[config.mk]
export PLATFORM = sky130hd
export DESIGN_NAME = fork_seq
export DESIGN_NICKNAME = d
export VERILOG_FILES = /design/src/rtl/fork_seq_pkg.sv /design/src/rtl/token_chain.sv /design/src/rtl/fork_gate.sv /design/src/rtl/join_cell.sv /design/src/rtl/fork_seq.sv
export SDC_FILE = /design/constraint.sdc
export NUM_CORES = 1
export LEC_CHECK = 0
export ABC_AREA = 1
export CAP_MARGIN = 40
export CORE_AREA = 5 5 53 55
export DETAILED_ROUTE_END_ITERATION = 12
export DIE_AREA = 0 0 58 60
export GPL_ROUTABILITY_DRIVEN = 0
export PLACE_DENSITY = 0.72
export SYNTH_ARGS = -nofsm -noshare
export SYNTH_HDL_FRONTEND = slang
export SYNTH_HIERARCHICAL = 1
export SYNTH_SLANG_ARGS = --single-unit
[constraint.sdc]
create_clock -name clk_i -period 1.4 [get_ports clk_i]
set_input_delay 0.28 -clock clk_i [delete_from_list [all_inputs] [get_ports clk_i]]
set_output_delay 0.28 -clock clk_i [all_outputs]
set_load 0.05 [all_outputs]
[src/rtl/fork_seq_pkg.sv]
package fork_seq_pkg;
  typedef struct packed {
    logic main_in;
    logic path_in;
  } join_flags_t;
endpackage

[src/rtl/token_chain.sv]
module token_chain #(
  parameter int LEN = 3
) (
  input  logic           clk_i,
  input  logic           rst_ni,
  input  logic           inject_i,
  input  logic [LEN-1:0] cond_i,
  output logic [LEN-1:0] bits_o,
  output logic           exit_o,
  output logic           busy_o
);
  logic [LEN-1:0] q, d, adv;

  assign adv = q & cond_i;

  for (genvar i = 0; i < LEN; i++) begin : g_stage
    if (i == 0) begin : g_head
      assign d[i] = (q[i] & ~cond_i[i]) | inject_i;
    end else begin : g_body
      assign d[i] = (q[i] & ~cond_i[i]) | adv[i-1];
    end
  end

  always_ff @(posedge clk_i or negedge rst_ni) begin
    if (!rst_ni) q <= '0;
    else         q <= d;
  end

  assign bits_o = q;
  assign exit_o = adv[LEN-1];
  assign busy_o = |q;
endmodule

[src/rtl/fork_gate.sv]
module fork_gate (
  input  logic clk_i,
  input  logic rst_ni,
  input  logic req_i,
  input  logic busy_i,
  output logic spawn_o,
  output logic ovf_o
);
  logic ovf_q;

  assign spawn_o = req_i & ~busy_i;

  always_ff @(posedge clk_i or negedge rst_ni) begin
    if (!rst_ni)              ovf_q <= 1'b0;
    else if (req_i && busy_i) ovf_q <= 1'b1;
  end

  assign ovf_o = ovf_q;
endmodule

[src/rtl/join_cell.sv]
module join_cell
  import fork_seq_pkg::*;
(
  input  logic        clk_i,
  input  logic        rst_ni,
  input  logic        arr_main_i,
  input  logic        arr_path_i,
  input  logic        cond_i,
  output logic        bit_o,
  output join_flags_t flags_o
);
  join_flags_t flags_q, flags_d;
  logic        q, have_main, have_path, fire;

  assign have_main = flags_q.main_in | arr_main_i;
  assign have_path = flags_q.path_in | arr_path_i;
  assign fire      = have_main & have_path;

  always_comb begin
    if (fire) flags_d = '0;
    else      flags_d = '{main_in: have_main, path_in: have_path};
  end

  always_ff @(posedge clk_i or negedge rst_ni) begin
    if (!rst_ni) begin
      q       <= 1'b0;
      flags_q <= '0;
    end else begin
      q       <= (q & ~cond_i) | fire;
      flags_q <= flags_d;
    end
  end

  assign bit_o   = q;
  assign flags_o = flags_q;
endmodule

[src/rtl/fork_seq.sv]
module fork_seq
  import fork_seq_pkg::*;
#(
  parameter  int MAIN_LEN  = 6,
  parameter  int SIDE_LEN  = 3,
  parameter  int PATH_LEN  = 2,
  parameter  int FORK_A    = 1,
  parameter  int FORK_B    = 5,
  parameter  int FORK_J    = 2,
  localparam int SIDE_LO   = MAIN_LEN,
  localparam int PATH_LO   = MAIN_LEN + SIDE_LEN,
  localparam int JOIN_BIT  = PATH_LO + PATH_LEN,
  localparam int NS        = JOIN_BIT + 1
) (
  input  logic          clk_i,
  input  logic          rst_ni,
  input  logic          start_i,
  input  logic [NS-1:0] cond_i,
  output logic [NS-1:0] state_o,
  output logic [NS-1:0] act_o,
  output logic          idle_o,
  output logic          ovf_o
);
  logic [MAIN_LEN-1:0] main_bits;
  logic [SIDE_LEN-1:0] side_bits;
  logic [PATH_LEN-1:0] path_bits;
  logic                main_exit, side_exit, path_exit;
  logic                main_busy, side_busy, path_busy;
  logic                side_req, side_spawn, side_ovf;
  logic                path_req, path_spawn, path_ovf;
  logic                join_bit;
  join_flags_t         jflags;

  assign act_o = state_o & cond_i;

  token_chain #(.LEN(MAIN_LEN)) u_main (
    .clk_i, .rst_ni, .inject_i(start_i),
    .cond_i(cond_i[MAIN_LEN-1:0]),
    .bits_o(main_bits), .exit_o(main_exit), .busy_o(main_busy)
  );

  // side branch may be launched from two main states
  assign side_req = act_o[FORK_A] | act_o[FORK_B];
  assign path_req = act_o[FORK_J];

  fork_gate u_side_gate (
    .clk_i, .rst_ni, .req_i(side_req), .busy_i(side_busy),
    .spawn_o(side_spawn), .ovf_o(side_ovf)
  );

  fork_gate u_path_gate (
    .clk_i, .rst_ni, .req_i(path_req), .busy_i(path_busy),
    .spawn_o(path_spawn), .ovf_o(path_ovf)
  );

  token_chain #(.LEN(SIDE_LEN)) u_side (
    .clk_i, .rst_ni, .inject_i(side_spawn),
    .cond_i(cond_i[SIDE_LO +: SIDE_LEN]),
    .bits_o(side_bits), .exit_o(side_exit), .busy_o(side_busy)
  );

  token_chain #(.LEN(PATH_LEN)) u_path (
    .clk_i, .rst_ni, .inject_i(path_spawn),
    .cond_i(cond_i[PATH_LO +: PATH_LEN]),
    .bits_o(path_bits), .exit_o(path_exit), .busy_o(path_busy)
  );

  join_cell u_join (
    .clk_i, .rst_ni,
    .arr_main_i(main_exit), .arr_path_i(path_exit),
    .cond_i(cond_i[JOIN_BIT]),
    .bit_o(join_bit), .flags_o(jflags)
  );

  assign state_o = {join_bit, path_bits, side_bits, main_bits};
  assign idle_o  = ~(main_busy | side_busy | path_busy | join_bit);
  assign ovf_o   = side_ovf | path_ovf;

  // side_exit: token retires silently
  logic unused_side_exit;
  assign unused_side_exit = side_exit;
endmodule

==> impl_metrics.csv <==
group,metric,value,unit
outcome,outcome,"complete, but fails checks",
outcome,violations,"negative setup slack",
timing,finClkSkew,0.005468,ns
finish,fin_nets,204,
timing,worst_pin_slew,0.2060,ns
clocking,cts_tree,"yes",
grt,first_global_vias,975,
finish,drive_gt1_share,48.40,%
detailed_routing,drc_errors,0,
synthesis,syn_area,840.8,um^2
grt,grt.total_usage,17.18,%
timing,period_needed,1.618,ns
pwr,peakVddDrop,0.001067,V
pwr,power_frac_comb,65.2,%
finish,fill_cells,168,
synthesis,syn-instance-count,121,
timing,layout_setup_ws,-0.2177,ns
finish,area_delta_synth_final,118.7,%
clocking,path_clk_slew,0.10,ns
synthesis,synth_nets,136,
finish,diodes,0,
placement,hpwl,2046,um
grt,antenna_found_initial,0,
critical_path,worst-setup-path-type,"reg -> out",
timing,fin_tns_setup,-0.2177,ns
floorplanning,start_util,35.90,%
clocking,cts_made_buffers,3,
pwr,clkPwrFrac,10.3,%
detailed_routing,vias,919,
clocking,h-tree-depth,1,
detailed_routing,dr.pass1.iters,4,
floorplanning,dieArea,0.003480,mm^2
pwr,intPower,1.485,mW
detailed_routing,ant_nets,0,
timing,final-max-slew-violation-count,0,
clocking,cts.sinks,16,
timing,report.final.setup_viol,1,
placement,portBuffers,40,
timing,slew_headroom,86.26,%
critical_path,cp.arrival,1.34,ns
clocking,cts_hold_buf,0,
finish,ff_latch_area,405.4,um^2
synthesis,synth.avg_cell_area,6.949,um^2
timing,hold_viol,0,
timing,period_share,115.5,%
floorplanning,core_area,0.002342,mm^2
critical_path,endpoint_kind,"primary output",
clocking,cts-root-buf,"clkbuf_4",
pwr,seq_power_share,24.5,%
grt,grt_max_degree,17,
floorplanning,die_h,60,um
floorplanning,top_level_ports,41,
synthesis,synth_warnings,6,
pwr,p_per_area,1428,mW/mm^2
grt,grt_pass1_wl,4381,um
pwr,total_power,2.626,mW
floorplanning,die_w,58,um
job,max_cap_violations,0,
detailed_routing,drt-total-wl,2660,um
timing,grt_setup_unrepaired,"true",
critical_path,worstPathRequired,1.12,ns
pwr,p_switching,1.141,mW
grt,overflow,0,
pwr,leakage,1.005,nW
critical_path,start_kind,"flip-flop",
timing,fmax,618.2,MHz
finish,multi_input_area,344.1,um^2
detailed_routing,wire_per_inst,12.20,um
clocking,clockBufferDepth,2,
detailed_routing,avgViaCountPerCell,4.216,
worst_hold_path,holdCritPathClass,"in -> async",
critical_path,worst-path-max-fanout,2,
pwr,swShare,43.45,%
clocking,clkLatencyLatePin,0.30,ns
detailed_routing,drtIter0Drc,22,
floorplanning,num_rows,18,
==> sequential cells by signal, summed over array words and instances (netlist names) <==
register / count
u_path_gate/ovf_o: 1
u_main/bits_o: 6
u_join/flags_o: 2
u_join/bit_o: 1
u_side/bits_o: 3
u_path/bits_o: 2
u_side_gate/ovf_o: 1
==> cell type report <==
class,count,area share [%]
Inverter,41,8.912
Multi-Input combinational cell,63,18.71
Sequential cell,16,22.04
Timing Repair Buffer,64,46.87
Tap cell,30,2.041
Clock buffer,4,1.429
==> layout by cell type, fill, tap and decap left out, drive strengths merged <==
cell type and instances:
a21oi 2, buf 50, clkbuf 4, clkdlybuf4s50 14, dfrtp 16, inv 41, nand2 45, nand3 1
nor2 7, o21ai 5, o21bai 1, or2 2
==> layer usage <==
layer	part of all wire, %	track usage [%]	routed length (um)
met1	37	17.00	980
met4	2.3	9.934	61
met2	54	32.26	1448
met5	0	0	0
met3	6.3	4.320	168
==> repair_timing <==
action,CTS,global route
resized for setup,21,25
pin swaps,3,6
setup endpoints to repair,10,14
setup buffers,4,9
==> through the flow <==
stage	setup slack, ns	cells	hold WS [ns]	util, %	cell area, um^2
after CTS	-0.2047	215	0.3017	75.21	1762
after detailed placement	0.02423	208	0.4448	71.26	1669
final	-0.2177	218	0.2939	78.53	1839
after global placement	0.05626	208	0.4402	71.26	1669
after global routing	-0.2640	218	0.3134	78.53	1839
after floorplan	-0.09082	121	-0.01559	-	855.8
==> worst max-delay path, stage by stage, from the launching register on <==
cell     delay (ns)
dfrtp_2        0.41
or2_4          0.25
inv_2          0.06
nand2_2        0.05
nor2_4         0.12
buf_12         0.14
==> path summary, 6_finish.rpt <==
| path | slack (ns) | to | cells past startpoint | from |
|---|---|---|---|---|
| min | 0.29 | u_side/bits_o[1] | 2 | rst_ni |
| min reg2reg | 0.47 | u_side_gate/ovf_o | 2 | u_side_gate/ovf_o |
| min in group clk_i | 0.47 | u_side_gate/ovf_o | 2 | u_side_gate/ovf_o |
| max | -0.22 | idle_o | 5 | u_path/bits_o[0] |
| max in group asynchronous | 0.91 | u_path/bits_o[0] | 2 | rst_ni |
| max reg2reg | 0.20 | u_path/bits_o[0] | 9 | u_main/bits_o[2] |
==> power groups by stage <==
stage / registers [mW] / logic, mW / clock network, mW
floorplan: 0.895 / 0.486 / 0
global placement: 0.629 / 1.54 / 0
detailed placement: 0.638 / 1.57 / 0
CTS: 0.636 / 1.66 / 0.273
global route: 0.654 / 1.81 / 0.300
finish: 0.642 / 1.71 / 0.271
Note: power is estimated with default switching activity, not from simulation.
